**src/rtl/rssi_seq_pkg.sv**
```systemverilog
package rssi_seq_pkg;

  typedef enum logic [2:0] {
    ST_IDLE  = 3'd0,
    ST_ARMED = 3'd1,
    ST_START = 3'd2,
    ST_WAIT  = 3'd3,
    ST_HALT  = 3'd4
  } seqState_e;

  typedef struct packed {
    logic countEn;
    logic capture;
    logic clearValid;
  } seqStrobes_t;

  // Cycles strictly longer than the window: floor(clk * window) + 1
  function automatic int qualCycles(input int clkHz, input int winUs);
    return ((clkHz / 1000) * winUs) / 1000 + 1;
  endfunction

endpackage

```
**src/rtl/rssi_seq_ctrl.sv**
```systemverilog
module rssi_seq_ctrl
  import rssi_seq_pkg::*;
(
  input  logic        clk,
  input  logic        rstN,
  input  logic        rxEnable,
  input  logic        qualified,
  input  logic        adcDone,
  output logic        adcStart,
  output seqStrobes_t strobes
);

  seqState_e state, stateNext;

  always_comb begin
    stateNext          = state;
    strobes            = '0;
    strobes.clearValid = !rxEnable;
    if (!rxEnable) begin
      stateNext = ST_IDLE;
    end else begin
      unique case (state)
        ST_IDLE:  stateNext = ST_ARMED;
        ST_ARMED: begin
          strobes.countEn = 1'b1;
          if (qualified) stateNext = ST_START;
        end
        ST_START: stateNext = ST_WAIT;
        ST_WAIT: begin
          if (adcDone) begin
            strobes.capture = 1'b1;
            stateNext       = ST_HALT;
          end
        end
        ST_HALT:  stateNext = ST_HALT;
        default:  stateNext = ST_IDLE;
      endcase
    end
  end

  always_ff @(posedge clk) begin
    if (!rstN) state <= ST_IDLE;
    else       state <= stateNext;
  end

  assign adcStart = (state == ST_START);


  start_one_cycle_chk: assert property (@(posedge clk) disable iff (!rstN)
    adcStart |=> !adcStart);


  start_after_qual_chk: assert property (@(posedge clk) disable iff (!rstN)
    adcStart |-> $past(qualified));

endmodule

```
**src/rtl/rssi_seq_datapath.sv**
```systemverilog
module rssi_seq_datapath
  import rssi_seq_pkg::*;
#(
  parameter int QUAL_CYCLES = 651,
  parameter int CODE_W      = 5,
  parameter int STATUS_W    = 8
) (
  input  logic                clk,
  input  logic                rstN,
  input  logic                carrierDet,
  input  logic                forceCarrier,
  input  logic [CODE_W-1:0]   adcCode,
  input  seqStrobes_t         strobes,
  output logic                qualified,
  output logic [STATUS_W-1:0] statusReg
);

  localparam int CNT_W = $clog2(QUAL_CYCLES + 1);
  localparam logic [CNT_W-1:0] CNT_MAX = CNT_W'(QUAL_CYCLES);

  logic              carrierEff;
  logic [CNT_W-1:0]  qualCount;
  logic [CODE_W-1:0] result;
  logic              valid;

  assign carrierEff = carrierDet | forceCarrier;

  always_ff @(posedge clk) begin
    if (!rstN) begin
      qualCount <= '0;
    end else if (strobes.countEn && carrierEff) begin
      if (qualCount != CNT_MAX) qualCount <= qualCount + 1'b1;
    end else begin
      qualCount <= '0;
    end
  end

  assign qualified = (qualCount == CNT_MAX);

  always_ff @(posedge clk) begin
    if (!rstN) begin
      result <= '0;
      valid  <= 1'b0;
    end else if (strobes.clearValid) begin
      valid  <= 1'b0;
    end else if (strobes.capture) begin
      result <= adcCode;
      valid  <= 1'b1;
    end
  end

  assign statusReg = {{(STATUS_W - CODE_W - 1){1'b0}}, valid, result};


  capture_store_chk: assert property (@(posedge clk) disable iff (!rstN)
    strobes.capture |=> (statusReg[CODE_W] && statusReg[CODE_W-1:0] == $past(adcCode)));


  count_bound_chk: assert property (@(posedge clk) disable iff (!rstN)
    qualCount <= CNT_MAX);

endmodule

```
**src/rtl/rssi_seq.sv**
```systemverilog
module rssi_seq
  import rssi_seq_pkg::*;
#(
  parameter int CLK_HZ    = 13_000_000,
  parameter int WINDOW_US = 50,
  parameter int CODE_W    = 5
) (
  input  logic              clk,
  input  logic              rstN,
  input  logic              rxEnable,
  input  logic              carrierDet,
  input  logic              forceCarrier,
  input  logic              adcDone,
  input  logic [CODE_W-1:0] adcCode,
  output logic              adcStart,
  output logic [7:0]        statusReg
);

  localparam int QUAL_CYCLES = qualCycles(CLK_HZ, WINDOW_US);

  seqStrobes_t strobes;
  logic        qualified;

  rssi_seq_ctrl ctrl_i (
    .clk      (clk),
    .rstN     (rstN),
    .rxEnable (rxEnable),
    .qualified(qualified),
    .adcDone  (adcDone),
    .adcStart (adcStart),
    .strobes  (strobes)
  );

  rssi_seq_datapath #(
    .QUAL_CYCLES(QUAL_CYCLES),
    .CODE_W     (CODE_W),
    .STATUS_W   (8)
  ) dp_i (
    .clk         (clk),
    .rstN        (rstN),
    .carrierDet  (carrierDet),
    .forceCarrier(forceCarrier),
    .adcCode     (adcCode),
    .strobes     (strobes),
    .qualified   (qualified),
    .statusReg   (statusReg)
  );


  rx_off_clears_valid_chk: assert property (@(posedge clk) disable iff (!rstN)
    !rxEnable |=> !statusReg[CODE_W]);


  halt_holds_chk: assert property (@(posedge clk) disable iff (!rstN)
    (statusReg[CODE_W] && rxEnable) |=> (statusReg[CODE_W] && !adcStart));

endmodule

```
**config.mk**
```make
export PLATFORM = sky130hd
export DESIGN_NAME = rssi_seq
export DESIGN_NICKNAME = d
export VERILOG_FILES = /design/src/rtl/rssi_seq_pkg.sv /design/src/rtl/rssi_seq_ctrl.sv /design/src/rtl/rssi_seq_datapath.sv /design/src/rtl/rssi_seq.sv
export SDC_FILE = /design/constraint.sdc
export NUM_CORES = 1
export LEC_CHECK = 0
export ABC_CLOCK_PERIOD_IN_PS = 1800
export BUFFER_PORTS_ARGS = -buffer_cell sky130_fd_sc_hd__buf_4
export CAP_MARGIN = 20
export CORE_MARGIN = 3
export CORE_UTILIZATION = 36
export CTS_BUF_LIST = sky130_fd_sc_hd__clkbuf_4
export CTS_CLUSTER_DIAMETER = 80
export DETAILED_ROUTE_END_ITERATION = 10
export GPL_TIMING_DRIVEN = 0
export SYNTH_ARGS = -nofsm -noshare
export SYNTH_HDL_FRONTEND = slang
export SYNTH_SLANG_ARGS = --single-unit
```
**constraint.sdc**
```tcl
create_clock -name clk -period 1.8 [get_ports clk]
set_input_delay 0.27 -clock clk [delete_from_list [all_inputs] [get_ports clk]]
set_output_delay 0.27 -clock clk [all_outputs]
set_load 0.05 [all_outputs]
```
==> metrics.md, run 1 <==
| Metric | Value |
|---|---|
| Status | complete, no violations |
| Startpoint Class | flip-flop |
| Die width | 56.9 um |
| Die footprint | 3240 um^2 |
| Hpwl dp | 1360 um |
| Synth top cells by count | dfxtp_1, nand3_1, o21ai_0 |
| Routability cong. | 0.726 |
| Inst Count DP | 151 |
| Power, Total | 705 uW |
| I/O Pins | 20 |
| Crit path max-delay family | simple AND/OR/NAND/NOR gates |
| IO Port Bufs | 16 |
| CP Cell Sequence | ha_1 > nand4_1 > or3_1 > a211oi_1 |
| Vias | 825 |
| Synth-to-Final Area Change | 20.8% |
| Tmin final | 1.42 ns |
| Number of global-route vias before repair | 760 |
| Initial antenna violation count | 0 |
| CTS HTree Levels | 1 |
| Post-CTS Setup Inserts | 0 |
| Final worst slack | 0.377 ns |
| Critical Path AT | 1.63 ns |
| CTS tree | yes |
| Bufs and invs on worst path | 0 |
| Min-delay worst type | in -> reg |
| Synth Register Bits | 19 |
| Gr usage total | 12.0% |
| Clock Latency Late Sink | 0.29 ns |
| Top Usage Layer GRT | met2 |
| Layout cells sized above 1 | 26.0% |
| Non-Filler Instances | 155 |
| Synth warnings | 0 |
| Mean Syn Cell Area | 8.81 um^2 |
| Yosys cell types | 36 |
| Setup WS pre-CTS | 0.393 ns |
| Met2 usage | 18.3% |
| DR vias/cell | 5.32 |
| Antenna Violating Nets Remaining | 0 |
| Setup crit end kind | flip-flop |
| Clock skew | 0.00144 ns |
| Post-cts hold buffer count | 0 |
| Final setup vio count | 0 |
| # nets final | 140 |
| Starting DRT DRC Count | 18 |
| 1st-pass router iterations | 4 |
| # clock sinks | 19 |
| Routed len/inst | 11.5 um |
| Final Hold Vio Count | 0 |
| Final period utilization | 79.1% |
| Clock Tree Root | clkbuf_4 |
| Most common cell in the netlist | dfxtp_1 |
| Most area-consuming cells after synthesis | dfxtp_1, nand3_1, o21ai_0 |
| Sequential-to-total area share from yosys stat | 40.8% |
| Largest net degree at the start of global routing | 11 |
| Die Ht | 56.9 um |
| Core Region | 2340 um^2 |
| DRC violations left | 0 |
| CP Class | reg -> reg |
| Pins Over Slew Limit | 0 |
| Top-area cell type share of the netlist area | 40.8% |
| Setup TNS | 0 ns |
| # fillers | 234 |
| Inserted Diodes | 0 |
| Cell taking the most area after synthesis | dfxtp_1 |
| Leak Pwr | 0.000413 uW |
| Post_cts resized | 0 |
| Rows | 17 |
| Critical Path Max Stage Delay | 0.40 ns |
| Longest Clk Path Bufs | 2 |
| CP required | 2.01 ns |
| GRT overflow | 0 |
| Setup repair after global routing missed its margin | false |
| Global Route met1 Usage | 16.3% |
| Final WL | 1780 um |
| Synthesized instance count | 106 |
| Power Density | 625 nW/um^2 |
| VDD IR-drop max | 374 uV |
| Fmax | 703 MHz |
| Critical-path maximum fanout | 5 |
| Ys flop type | dfxtp_1 |
| Final hold slack | 0.242 ns |
| Starting Density | 39.9% |
| Synthesized area | 933 um^2 |
| CP max-delay cell | dfxtp_1 |
| Max cap viols | 0 |
| Clock slew at reported path FFs | 0.10 ns |
| CTS buffer count | 3 |
| Met3 GRT Util | 2.30% |
| First-pass GRT wire length | 3170 um |
| Number of synthesized flops with an enable pin | 0 |
| Async SR Flop Fraction | 0% |
layout by cell type (no fill, tap or decap), types with 2 or more instances in the layout:
cell type and instances:
mux2i_1 2, xor2_1 2, nand3_2 2, nand4b_1 2
a21oi_1 6, o21ai_0 8, clkbuf_4 4, nand3_1 9
nor2_1 6, clkbuf_1 2, or3_1 2, a21boi_0 5
o31ai_1 2, or4_1 2, buf_4 21, inv_1 2
nand2_1 5, dfxtp_1 19, nand4_1 6, conb_1 2
worst register-to-register path: stages (launching register included):
cell and delay [ns]:
dfxtp_1 0.40, ha_1 0.23, nand4_1 0.17, or3_1 0.33, a211oi_1 0.21
report_power, final:
part	switching (uW)	internal, uW
Sequential	2.66	422
Combinational	29.8	25.1
Clock	124	101
logic make-up (layout without fill, tap and decap cells):
group,count (synthesis),in the layout,synth area share [%]
and+or+nand+nor,46,46,30.6
AOI/OAI and AO/OA,24,24,15.6
DFF,19,19,40.8
buffers and inverters,11,31,7.37
xor gates and xnor gates,2,2,1.88
muxes,2,2,2.14
adders and majority gates,1,1,1.34
other,1,2,0.402
path summary, 6_finish.rpt:
check / from / to / slack [ns] / cells past startpoint
hold reg to reg: dp_i.valid$_SDFFE_PN0P_ / dp_i.valid$_SDFFE_PN0P_ / 0.49 / 2
setup / recovery: dp_i.qualCount[0]$_SDFFE_PN0P_ / dp_i.qualCount[8]$_SDFFE_PN0P_ / 0.38 / 4
setup reg to reg: dp_i.qualCount[0]$_SDFFE_PN0P_ / dp_i.qualCount[8]$_SDFFE_PN0P_ / 0.38 / 4
hold / removal: adcCode[1] / dp_i.result[1]$_SDFFE_PN0P_ / 0.24 / 3
sequential cells by signal, indices dropped and copies added (netlist names):
| register | count |
|---|---|
| ctrl_i.state | 3 |
| dp_i.valid | 1 |
| dp_i.qualCount | 10 |
| dp_i.result | 5 |
stage by stage:
step | utilization, % | instance area (um^2)
finish | 48.2 | 1130
global route | 48.2 | 1130
CTS | 48.2 | 1130
detailed placement | 46.9 | 1100
global placement | 46.9 | 1100
floorplan | - | 942
layer usage:
metal  vias up  wire [um]  share of wire [%]
li1        425          -                  -
met1       384        875                 49
met2        14        795                 45
met3         2         89                5.0
met4         0         20                1.1
met5         -          0                  0
final cells by class:
class | instances | area (um^2) | area share (%)
inverters | 2 | 7.51 | 0.666
clock buffers | 4 | 30.0 | 2.66
repair buffers | 16 | 120 | 10.7
flip-flops and latches | 19 | 380 | 33.7
multi-input cells | 77 | 493 | 43.7
plain buffers | 9 | 61.3 | 5.44
well taps | 28 | 35.0 | 3.11
(Power assumes the default switching activity.)
==> run 2: changes to the inputs <==
Settings changed: ABC_CLOCK_PERIOD_IN_PS 1800 to 1350.
Clock period 1.8 ns to 1.35 ns, I/O delays scaled along.
==> run 2 against run 1 <==
  * Sequential share of layout area is 0.72 points lower
  * Critical path depth unchanged
  * Die area unchanged
  * Count of clock-buffer cells in the layout unchanged
  * Cell area is 5.9% higher
  * Global-route usage increased by 0.14 points
  * Non-clock buffer count rose by 3
  * Sequential cell count did not move
  * Maximum frequency grew 7.1%
  * Combinational power grew 39%
  * Wire length is 8.4% higher
  * Critical endpoint unchanged
  * Highest routed layer unchanged
==> metrics.md, run 2 (synthesized netlist as in run 1, its figures left out) <==
| Metric | Value |
|---|---|
| Status | complete, no violations |
| Clock Tree Root | clkbuf_4 |
| CTS tree | yes |
| Hold Path Cell Cnt | 3 |
| Leak Pwr | 0.000439 uW |
| # nets final | 143 |
| Met3 GRT Util | 2.30% |
| Setup repair after global routing missed its margin | true |
| Top reg by flops | dp_i.qualCount |
| Met2 usage | 18.4% |
| GRT overflow | 0 |
| Synth-to-Final Area Change | 27.9% |
| Gr usage total | 12.2% |
| Clock skew | 0.00127 ns |
| Switching pwr | 212 uW |
| Clock slew at reported path FFs | 0.10 ns |
| Global Route met1 Usage | 16.5% |
| Tmin final | 1.33 ns |
| Number of global-route vias before repair | 768 |
| Startpoint Class | flip-flop |
| VDD IR-drop max | 500 uV |
| Most frequent cells in the layout | buf_4, dfxtp_1, nand3_1 |
| Final period utilization | 98.4% |
| Fmax | 753 MHz |
| Clock Latency Late Sink | 0.29 ns |
| Logic pwr share | 8.1% |
| Die Ht | 56.9 um |
| Critical Path AT | 1.55 ns |
| Rows | 17 |
| Critical-path maximum fanout | 4 |
| DR vias/cell | 5.31 |
| Power, Total | 942 uW |
| Pins Over Slew Limit | 0 |
| DRC violations left | 0 |
| Vias | 839 |
| Starting DRT DRC Count | 15 |
| Hpwl dp | 1360 um |
| Largest registers | dp_i.qualCount (10), dp_i.result (5), ctrl_i.state (3) |
| Final WL | 1930 um |
| Core Util, Final | 51.0% |
| Final Hold Vio Count | 0 |
| Sw Ratio | 22.6% |
| Reg power frac | 59.8% |
| Layout cells sized above 1 | 36.9% |
| Inserted Diodes | 0 |
| 1st-pass router iterations | 4 |
| Longest Clk Path Bufs | 2 |
| # clock sinks | 19 |
| Core Region | 2340 um^2 |
| Clock power frac | 32.1% |
| Die footprint | 3240 um^2 |
| I/O Pins | 20 |
| Post-cts hold buffer count | 0 |
| CTS HTree Levels | 1 |
| Final setup vio count | 0 |
| Setup crit end kind | flip-flop |
| Routed len/inst | 12.2 um |
| Routability cong. | 0.726 |
| Die width | 56.9 um |
| P_int | 729 uW |
| Top Usage Layer GRT | met2 |
| Max reg flops | 10 |
| Leading cell type in the layout, fill and taps excluded | buf_4 |
| IO Port Bufs | 16 |
| CP required | 1.57 ns |
| Largest net degree at the start of global routing | 11 |
| CTS buffer count | 3 |
| Power Density | 789 nW/um^2 |
| First-pass GRT wire length | 3210 um |
| Reg2Reg Depth | 4 |
| Initial antenna violation count | 0 |
| Starting Density | 39.9% |
| Min-delay worst type | in -> reg |
| Max cap viols | 0 |
| Antenna Violating Nets Remaining | 0 |
| CP Class | reg -> reg |
-- run 2: per-layer routing --
metal | part of all wire, % | up-vias
met1 | 47 | 393
met3 | 3.4 | 2
met5 | 0 | -
met4 | 1.0 | 0
li1 | - | 434
met2 | 49 | 10
-- run 2: per-stage QoR --
step / std cells / setup TNS, ns / setup slack (ns) / area [um^2] / hold WS [ns]
after detailed placement: 151 / -0.0574 / -0.0574 / 1100 / 0.474
after floorplan: 107 / 0 / 0.0646 / 942 / 0.353
final: 158 / 0 / 0.0217 / 1190 / 0.173
after global routing: 158 / -0.119 / -0.0631 / 1190 / 0.179
after global placement: 151 / -0.0733 / -0.0733 / 1100 / 0.455
after CTS: 156 / 0 / 0.000688 / 1140 / 0.164
-- run 2: final timing paths --
check,from,to,slack (ns)
setup / recovery,dp_i.qualCount[1]$_SDFFE_PN0P_,dp_i.qualCount[8]$_SDFFE_PN0P_,0.02
hold / removal,adcCode[1],dp_i.result[1]$_SDFFE_PN0P_,0.17
setup reg to reg,dp_i.qualCount[1]$_SDFFE_PN0P_,dp_i.qualCount[8]$_SDFFE_PN0P_,0.02
hold reg to reg,dp_i.valid$_SDFFE_PN0P_,dp_i.valid$_SDFFE_PN0P_,0.49
-- run 2: power groups by stage --
stage	clock (uW)	sequential, uW	combinational, uW
2_1_floorplan	0	578	44.4
3_3_place_gp	0	579	71.4
3_5_place_dp	0	579	73.1
4_1_cts	317	566	74.5
5_1_grt	333	563	83.6
6_report	303	563	76.2
-- run 2: layout make-up --
cell class | count | area, um^2
well taps | 28 | 35.0
clock buffers | 4 | 30.0
plain buffers | 8 | 57.6
repair buffers | 20 | 150
flip-flops and latches | 19 | 394
multi-input cells | 77 | 519
inverters | 2 | 7.51
fillers | 220 | 1150
-- run 2: what timing repair did --
item	in CTS	in global routing
setup buffers	1	3
resized for setup	3	11
pin swaps	0	3
endpoints found under the setup margin	1	7
hold endpoints to repair	0	0
-- run 2: worst max-delay path, cell delays in order (launching register included) --
cell	delay [ns]
dfxtp_4	0.39
ha_4	0.15
nand4_1	0.16
or3_4	0.40
a211oi_2	0.17
